===== config.mk =====
export PLATFORM = sky130hd
export DESIGN_NAME = hovcat_rx
export DESIGN_NICKNAME = d
export VERILOG_FILES = /design/src/rtl/hovcat_rx.sv
export SDC_FILE = /design/constraint.sdc
export NUM_CORES = 1
export LEC_CHECK = 0
export BUFFER_PORTS_ARGS = -buffer_cell sky130_fd_sc_hd__clkbuf_2
export CORE_ASPECT_RATIO = 0.5
export CORE_MARGIN = 2
export CORE_UTILIZATION = 61
export CTS_CLUSTER_DIAMETER = 60
export DETAILED_ROUTE_END_ITERATION = 10
export HOLD_SLACK_MARGIN = 0.1
export PLACE_DENSITY = 0.85
export SLEW_MARGIN = 20
export SYNTH_ARGS = -nofsm -noshare
export SYNTH_HDL_FRONTEND = slang
export SYNTH_SLANG_ARGS = --single-unit
export TNS_END_PERCENT = 50

===== constraint.sdc =====
create_clock -name clk -period 4.8 [get_ports clk]
set_clock_uncertainty 0.1 [all_clocks]
set_input_delay 0.48 -clock clk [delete_from_list [all_inputs] [get_ports clk]]
set_output_delay 0.48 -clock clk [all_outputs]
set_load 0.1 [all_outputs]

===== src/rtl/hovcat_rx.sv =====
module hovcat_rx #(
  parameter int LOCK_GOOD = 2,
  parameter int LOSS_BAD  = 3
) (
  input  logic        clk,
  input  logic        rst_n,
  input  logic        h4_vld,
  input  logic [7:0]  h4_byte,
  output logic [11:0] mf_index,
  output logic [7:0]  seq_num,
  output logic        in_frame,
  output logic        loss_mf,
  output logic        mfi2_err
);
  localparam int CW = $clog2(LOCK_GOOD + LOSS_BAD + 1);

  logic [3:0]    rx_fc, rx_nib, exp_fc, cur_fc, hi_nib, sq_nib;
  logic [7:0]    mfc;
  logic [CW-1:0] good_cnt, bad_cnt;
  logic          have_prev, hi_ok, sq_ok, mfc_known, match;

  assign rx_fc    = h4_byte[3:0];
  assign rx_nib   = h4_byte[7:4];
  assign match    = (rx_fc == exp_fc);
  assign mf_index = {mfc, cur_fc};
  assign loss_mf  = ~in_frame;

  always_ff @(posedge clk) begin
    if (!rst_n) begin
      exp_fc <= '0; cur_fc <= '0; hi_nib <= '0; sq_nib <= '0;
      mfc <= '0; seq_num <= '0; good_cnt <= '0; bad_cnt <= '0;
      have_prev <= 1'b0; hi_ok <= 1'b0; sq_ok <= 1'b0;
      mfc_known <= 1'b0; in_frame <= 1'b0; mfi2_err <= 1'b0;
    end else if (h4_vld) begin
      if (!in_frame) begin
        cur_fc    <= rx_fc;
        exp_fc    <= rx_fc + 4'd1;
        have_prev <= 1'b1;
        hi_ok     <= 1'b0;
        sq_ok     <= 1'b0;
        mfc_known <= 1'b0;
        mfi2_err  <= 1'b0;
        if (have_prev && match) begin
          if (good_cnt == CW'(LOCK_GOOD - 1)) begin
            in_frame <= 1'b1;
            good_cnt <= '0;
          end else good_cnt <= good_cnt + 1'b1;
        end else good_cnt <= '0;
      end else begin
        cur_fc <= exp_fc;
        exp_fc <= exp_fc + 4'd1;
        if (exp_fc == 4'd0) mfc <= mfc + 8'd1;
        if (match && rx_fc == 4'd0)  hi_nib <= rx_nib;
        if (match && rx_fc == 4'd14) sq_nib <= rx_nib;
        if (match && rx_fc == 4'd1 && hi_ok) begin
          mfc       <= {hi_nib, rx_nib};
          mfi2_err  <= mfc_known && ({hi_nib, rx_nib} != mfc);
          mfc_known <= 1'b1;
        end
        if (match && rx_fc == 4'd15 && sq_ok) seq_num <= {sq_nib, rx_nib};
        hi_ok <= match && rx_fc == 4'd0;
        sq_ok <= match && rx_fc == 4'd14;
        if (match) bad_cnt <= '0;
        else if (bad_cnt == CW'(LOSS_BAD - 1)) begin
          in_frame  <= 1'b0;
          bad_cnt   <= '0;
          exp_fc    <= rx_fc + 4'd1;
          mfc_known <= 1'b0;
          mfi2_err  <= 1'b0;
          hi_ok     <= 1'b0;
          sq_ok     <= 1'b0;
        end else bad_cnt <= bad_cnt + 1'b1;
      end
    end
  end

  a_r4_fc_step: assert property (@(posedge clk) disable iff (!rst_n)
    in_frame && h4_vld |=> mf_index[3:0] == $past(mf_index[3:0]) + 4'd1);
  a_r4_mf_carry: assert property (@(posedge clk) disable iff (!rst_n)
    in_frame && h4_vld && mf_index[3:0] == 4'd15 |=> mf_index[11:4] == $past(mf_index[11:4]) + 8'd1);
  a_r8_hold_idle: assert property (@(posedge clk) disable iff (!rst_n)
    !h4_vld |=> $stable(mf_index) && $stable(seq_num) && $stable(mfi2_err));
  a_r2_lock_on_strobe: assert property (@(posedge clk) disable iff (!rst_n)
    !h4_vld |=> $stable(in_frame));
  a_r9_err_in_lock: assert property (@(posedge clk) disable iff (!rst_n)
    mfi2_err |-> in_frame);
endmodule


==> metrics, run 1 <==
DP Worst Slack 1.86 ns; die boundary height 47.4 um; # diodes 0; Max stage delay cell, worst path nor4_4; post-synth cell types 45; Placer Congestion 0.902; Worst-path clk slew 0.08 ns; crit share post-route 0.589; largest stage delay on the critical path 0.89 ns; first-pass GRT wire length 8940 um; Static Leak 0.000989 uW; vias after detailed routing 2073; most common cell after layout, fill and taps aside dfxtp_1; most frequent cells in the layout dfxtp_1, nand2_1, clkbuf_2; CTS Sinks 44; critical path type register to register; mapped cell area 0.00230 sq mm; Rows 15; Finish-stage setup viols 0; FF+latch count, synth 44; Gate Count Post-Synth 272; CTS tree yes; GRT overflow 0; initial core utilization 0.654; CTS buffer count 5; Final Max Tran Viols 0; RSZ-0062 raised after global routing false; placed inst area 0.00246 sq mm; die area 0.00430 sq mm; design area 0.00257 sq mm; Max Buffers Root-to-Sink 2; WP data required 4.92 ns; slew margin rel. 0.317; FMAX 354 MHz; WHS 0.360 ns; DR iter-0 viols 110; status finished clean; register area share after synthesis 0.384; Max IR drop VDD 0.000180 V; area grow syn2layout 11.9%; Slew @ Worst Pin 1.02 ns; Final Hold Fails 0; Antenna Nets Post-Route 0; Power Density 284 mW/mm^2; Hold/Removal Path Class register to register; Startpoint Class register; core area 0.00351 sq mm; syn nets 290; Post-CTS Resized 0; YS warnings 0; crit end category register; vias per cell 5.96; initial antenna violation count 0; critical-path cell list xor2_1 -> nor4_4 -> a31oi_1 -> nand2b_1 -> o22ai_1; final WL 5440 um; vias in the first global route 1915; fill cell count 263; H-Tree Depth 2; worst path arrival time 2.95 ns; min cycle time layout 2.83 ns; Post-route DRC 0; fin worst setup slack 1.97 ns; Synth Area per Inst 8.44 sq um; hold buffers post-CTS 0; largest net degree at the start of global routing 34; Worst-Skew Late Latency 0.30 ns; DR pass1 iterations 5; Setup Buffers After CTS 0; Max Cap Violations 0; Root Buffer clkbuf_8; Port Buffers 33; Seq. cell area 881 sq um; multi-input logic area 0.00132 sq mm; WL per Instance 15.6 um; Crit Path Max Fanout 19; Ports 34; Total Routing Usage GR 0.273; Nets 314; layout cells sized above 1 0.165; TNS Setup 0 ns; Die W 90.8 um; DP HPWL 3770 um
==> state kept, by name (all words and copies together) (netlist names) <==
| signal | cells |
|---|---|
| mfc | 8 |
| seq_num | 8 |
| cur_fc | 4 |
| exp_fc | 4 |
| hi_nib | 4 |
| sq_nib | 4 |
| bad_cnt | 3 |
| good_cnt | 3 |
| have_prev | 1 |
| hi_ok | 1 |
| in_frame | 1 |
| mfc_known | 1 |
| mfi2_err | 1 |
| sq_ok | 1 |
==> per-layer routing <==
layer	track usage	vias to the layer above	part of all wire
met1	0.334	968	0.45
li1	-	1009	-
met3	0.0626	18	0.065
met4	0.145	0	0.021
met2	0.476	78	0.46
met5	0	-	0
==> cells in the mapped netlist, drive strengths merged <==
cell     number  area share
o221a         1      0.0049
mux2i        21       0.092
nand2b        4       0.011
or3           3      0.0082
o31a          2      0.0076
o21a          2      0.0065
a311o         1      0.0044
ha            7       0.038
or3b          2      0.0076
a211oi        9       0.029
a31oi         4       0.011
nand3         7       0.015
inv           9       0.015
nor3          2      0.0044
a21o          1      0.0033
o41ai         1      0.0071
dfxtp        44        0.38
nand2        37       0.060
and2          2      0.0054
nor4          2       0.012
o31ai         2      0.0065
a221oi        1      0.0038
a2111oi       1      0.0038
o211ai        2      0.0065
o22ai         6       0.016
buf           1      0.0022
nand4         5       0.014
nor2         23       0.041
nor2b         3      0.0082
or2           3      0.0082
xor2          5       0.019
and3          3      0.0082
nor3b         1      0.0033
a31o          1      0.0038
a21oi        24       0.052
mux2          1      0.0049
o21ai         4      0.0087
xnor2         9       0.034
clkbuf       15       0.025
a2bb2oi       1      0.0038
==> cell type report <==
cell class,count,share of cell area
Clock buffer,6,0.0282
Clock inverter,2,0.0136
Inverter,9,0.0131
Multi-Input combinational cell,203,0.513
Sequential cell,44,0.343
Tap cell,51,0.0248
Timing Repair Buffer,33,0.0643
==> final timing paths <==
path,from,to,slack [ns],depth (start not counted)
setup / recovery,exp_fc[0],mfc[6],1.97,5
hold / removal,seq_num[1],seq_num[1],0.36,2
setup reg to reg,exp_fc[0],mfc[6],1.97,5
hold reg to reg,seq_num[1],seq_num[1],0.36,2
==> worst max-delay path: cells and delay by family (launching register included) <==
family | cells | cell delay, ns
AO/OA/AOI/OAI | 2 | 0.74
AND/OR/NAND/NOR | 2 | 1.27
XOR/XNOR | 1 | 0.15
flip-flops | 1 | 0.48
==> metrics by stage <==
step | util | power, uW | std cells
3_5_place_dp | 0.702 | 456 | 340
2_1_floorplan | - | 437 | 272
5_1_grt | 0.732 | 758 | 348
6_report | 0.732 | 730 | 348
4_1_cts | 0.732 | 731 | 348
3_3_place_gp | 0.702 | 453 | 340
==> report_power, final <==
part,switching (uW),internal [uW]
clock,127,154
combinational,53.0,19.3
sequential,6.10,370
==> cells by family (layout without fill, tap and decap cells) <==
family | count (synthesis) | count (layout) | synth area share
AOI/OAI and AO/OA | 63 | 63 | 0.180
adders and majority gates | 7 | 7 | 0.0381
DFF | 44 | 44 | 0.384
buffers and inverters | 25 | 50 | 0.0420
xor gates and xnor gates | 14 | 14 | 0.0534
and+or+nand+nor | 97 | 97 | 0.207
muxes | 22 | 22 | 0.0965
No activity file was read; power rests on OpenSTA's default activity.
==> inputs of run 2 (changes only) <==
--- a/config.mk
+++ b/config.mk
@@ -5,14 +5,15 @@
 export SDC_FILE = /design/constraint.sdc
 export NUM_CORES = 1
 export LEC_CHECK = 0
+export ABC_AREA = 1
 export BUFFER_PORTS_ARGS = -buffer_cell sky130_fd_sc_hd__clkbuf_2
 export CORE_ASPECT_RATIO = 0.5
 export CORE_MARGIN = 2
-export CORE_UTILIZATION = 61
+export CORE_UTILIZATION = 57
 export CTS_CLUSTER_DIAMETER = 60
 export DETAILED_ROUTE_END_ITERATION = 10
 export HOLD_SLACK_MARGIN = 0.1
-export PLACE_DENSITY = 0.85
+export PLACE_DENSITY = 0.79
 export SLEW_MARGIN = 20
 export SYNTH_ARGS = -nofsm -noshare
 export SYNTH_HDL_FRONTEND = slang
==> constraint.sdc (replaced) <==
create_clock -name clk -period 2.7 [get_ports clk]
set_clock_uncertainty 0.1 [all_clocks]
set_input_delay 0.27 -clock clk [delete_from_list [all_inputs] [get_ports clk]]
set_output_delay 0.27 -clock clk [all_outputs]
set_load 0.1 [all_outputs]
==> run 2 against run 1 <==
  * First-iteration DRC count shrank 27%
  * Synthesized cell count grew 32%
  * Die area grew 11%
  * Critical path depth grew 6
  * Worst hold slack lost 0.23 ns
  * Cell count grew 28%
  * Worst setup slack lost 1.2 ns
  * Sequential power grew 81%
  * Largest power group unchanged
==> metrics, run 2 <==
status finished clean (unchanged); Max IR drop VDD 0.000259 V (was 0.000180 V); core area 0.00396 sq mm (was 0.00351 sq mm); compound-cell area share of the yosys netlist 0.124 (was 0.180); FF+latch count, synth 44 (unchanged); Top FF cell, synth dfxtp_1 (unchanged); top cells by count, synth nand2_1, dfxtp_1, inv_1, nor2_1, a21oi_1 (was dfxtp_1, nand2_1, a21oi_1, nor2_1, mux2i_1); Hold/Removal Path Class primary input to register (was register to register); largest net degree at the start of global routing 27 (was 34); most frequent cells in the layout nand2_1, inv_1, dfxtp_1 (was dfxtp_1, nand2_1, clkbuf_2); Total Routing Usage GR 0.259 (was 0.273); Max Cap Violations 0 (unchanged); post-synthesis xor/xnor area fraction 0.0512 (was 0.0534); DR iter-0 viols 80 (was 110); crit share post-route 0.709 (was 0.589); WP data required 2.82 ns (was 4.92 ns); register area share after synthesis 0.368 (was 0.384); GRT overflow 0 (unchanged); critical path type register to register (unchanged); FF-to-FF End mfc[5] (was mfc[6]); mapped cell area 0.00239 sq mm (was 0.00230 sq mm); crit end category register (unchanged); Finish-stage setup viols 0 (unchanged); CTS buffer count 5 (unchanged); Synth Area per Inst 6.65 sq um (was 8.44 sq um); worst-case reg-to-reg path depth 11 (was 5); Power Density 528 mW/mm^2 (was 284 mW/mm^2); Max Buffers Root-to-Sink 2 (unchanged); Setup Buffers After CTS 0 (unchanged); Worst-path clk slew 0.09 ns (was 0.08 ns); worst path arrival time 2.03 ns (was 2.95 ns); Non-Filler Instances 447 (was 348); Post-Synth Simple-Gate Area 0.319 (was 0.207); vias per cell 5.18 (was 5.96); syn nets 378 (was 290); placed inst area 0.00259 sq mm (was 0.00246 sq mm); Startpoint Class register (unchanged); Slew @ Worst Pin 0.560 ns (was 1.02 ns); slew margin rel. 0.628 (was 0.317); reg2reg setup slack 0.78 ns (was 1.97 ns); first-pass GRT wire length 9540 um (was 8940 um); Crit Path Max Fanout 16 (was 19); Yosys top cell by area dfxtp_1 (unchanged); Rows 16 (was 15); die boundary height 49.8 um (was 47.4 um); Root Buffer clkbuf_8 (unchanged); hold buffers post-CTS 0 (unchanged); WL per Instance 12.6 um (was 15.6 um); Cells after DPL 439 (was 340); most frequent cell after synthesis nand2_1 (was dfxtp_1); worst r2r src exp_fc[3] (was exp_fc[0]); Gate Count Post-Synth 360 (was 272); Final Hold Fails 0 (unchanged); DR pass1 iterations 4 (was 5); min cycle time layout 1.92 ns (was 2.83 ns); DP HPWL 4050 um (was 3770 um); end of the critical path mfc[5] (was mfc[6]); Final Max Tran Viols 0 (unchanged); Max stage delay cell, worst path dfxtp_1 (was nor4_4); EDFF count, synth 0 (unchanged); most used cell, CP nand2_1; FMAX 522 MHz (was 354 MHz); Area contributors post-synth dfxtp_1, nand2_1, inv_1, a21oi_1, nor2_1 (was dfxtp_1, mux2i_1, nand2_1, a21oi_1, ha_1); vias after detailed routing 2316 (was 2073); largest stage delay on the critical path 0.39 ns (was 0.89 ns); RSZ-0062 raised after global routing false (unchanged); most common cell after layout, fill and taps aside nand2_1 (was dfxtp_1); initial antenna violation count 0 (unchanged); Synth top area share 0.368 (was 0.384); main combinational cell family by area after synthesis simple AND/OR/NAND/NOR gates (unchanged); multiplexer area fraction after synthesis 0 (was 0.0965); # diodes 0 (unchanged); YS warnings 0 (unchanged); Die W 95.7 um (was 90.8 um); final WL 5610 um (was 5440 um); Nets 410 (was 314); asr flop ratio synth 0 (unchanged); die area 0.00477 sq mm (was 0.00430 sq mm); CTS Sinks 44 (unchanged); Placer Congestion 0.923 (was 0.902); H-Tree Depth 2 (unchanged); Ports 34 (unchanged); initial core utilization 0.604 (was 0.654); post-synth cell types 30 (was 45); DP Worst Slack 0.776 ns (was 1.86 ns); CTS tree yes (unchanged); Antenna Nets Post-Route 0 (unchanged); crit path from exp_fc[3] (was exp_fc[0]); Static Leak 0.00132 uW (was 0.000989 uW); TNS Setup 0 ns (unchanged); Adder-Cell Fraction of Synth Area 0.0366 (was 0.0381); design area 0.00270 sq mm (was 0.00257 sq mm); layout cells sized above 1 0.153 (was 0.165); Post-route DRC 0 (unchanged); Post-CTS Resized 0 (unchanged); critical-path cell list inv_1 -> nand2_1 -> nand2_1 -> nor2_4 -> nand3_2 -> nand2_1 -> nand2_2 -> inv_2 -> nand2_1 -> nand2_1 -> nor2_1 (was xor2_1 -> nor4_4 -> a31oi_1 -> nand2b_1 -> o22ai_1); fin worst setup slack 0.785 ns (was 1.97 ns); registers with the most flip-flops mfc x8, seq_num x8 (unchanged); area grow syn2layout 12.9% (was 11.9%); vias in the first global route 2125 (was 1915); Worst-Skew Late Latency 0.31 ns (was 0.30 ns); Port Buffers 33 (unchanged)
[run 2: how the worst min path moves through the flow]
stage          startpoint          to  slack, ns  cells past startpoint
4_1_cts        h4_byte[6]  seq_num[2]       0.13                      3
3_3_place_gp    mfc_known   mfc_known       0.36                      2
3_5_place_dp    mfc_known   mfc_known       0.37                      2
6_report       h4_byte[6]  seq_num[2]       0.13                      3
2_1_floorplan  h4_byte[4]  seq_num[0]       0.30                      2
5_1_grt        h4_byte[6]  seq_num[2]       0.14                      3
[run 2: logic make-up (layout without fill, tap and decap cells)]
kind of cell,after synthesis,after routing
xor gates and xnor gates,14,14
AOI/OAI and AO/OA,57,57
buffers and inverters,61,94
and+or+nand+nor,177,177
DFF,44,44
adders and majority gates,7,7
[run 2: through the flow]
step                       util  power, uW  hold slack [ns]
after CTS                 0.682       1430            0.131
after global placement    0.653        903            0.360
after global routing      0.682       1490            0.139
after detailed placement  0.653        906            0.371
final                     0.682       1430            0.128
after floorplan               -        858            0.305
[run 2: layer usage]
| layer | GRT usage | part of all wire | wire length, um |
|---|---|---|---|
| met1 | 0.346 | 0.47 | 2660 |
| met2 | 0.418 | 0.45 | 2520 |
| met3 | 0.0612 | 0.068 | 379 |
| met4 | 0.0786 | 0.011 | 62 |
| met5 | 0 | 0 | 0 |
[run 2: final cells by class]
type | count | area (sq um)
clock buffer | 5 | 68.8
sequential | 44 | 881
tap | 54 | 67.6
fill | 361 | 1260
inverter | 52 | 195
timing repair buffer | 34 | 173
multi-input combinational | 255 | 1270
clock inverter | 3 | 46.3
[run 2: power by group]
group / internal (uW) / switching, uW
clock network: 279 / 253
logic: 52.7 / 162
registers: 664 / 17.0
[run 2: worst max-delay path, delay by kind of cell (launching register included)]
kind,cells,cell delay (ns)
buffers and inverters,2,0.27
DFF,1,0.39
and+or+nand+nor,9,1.06
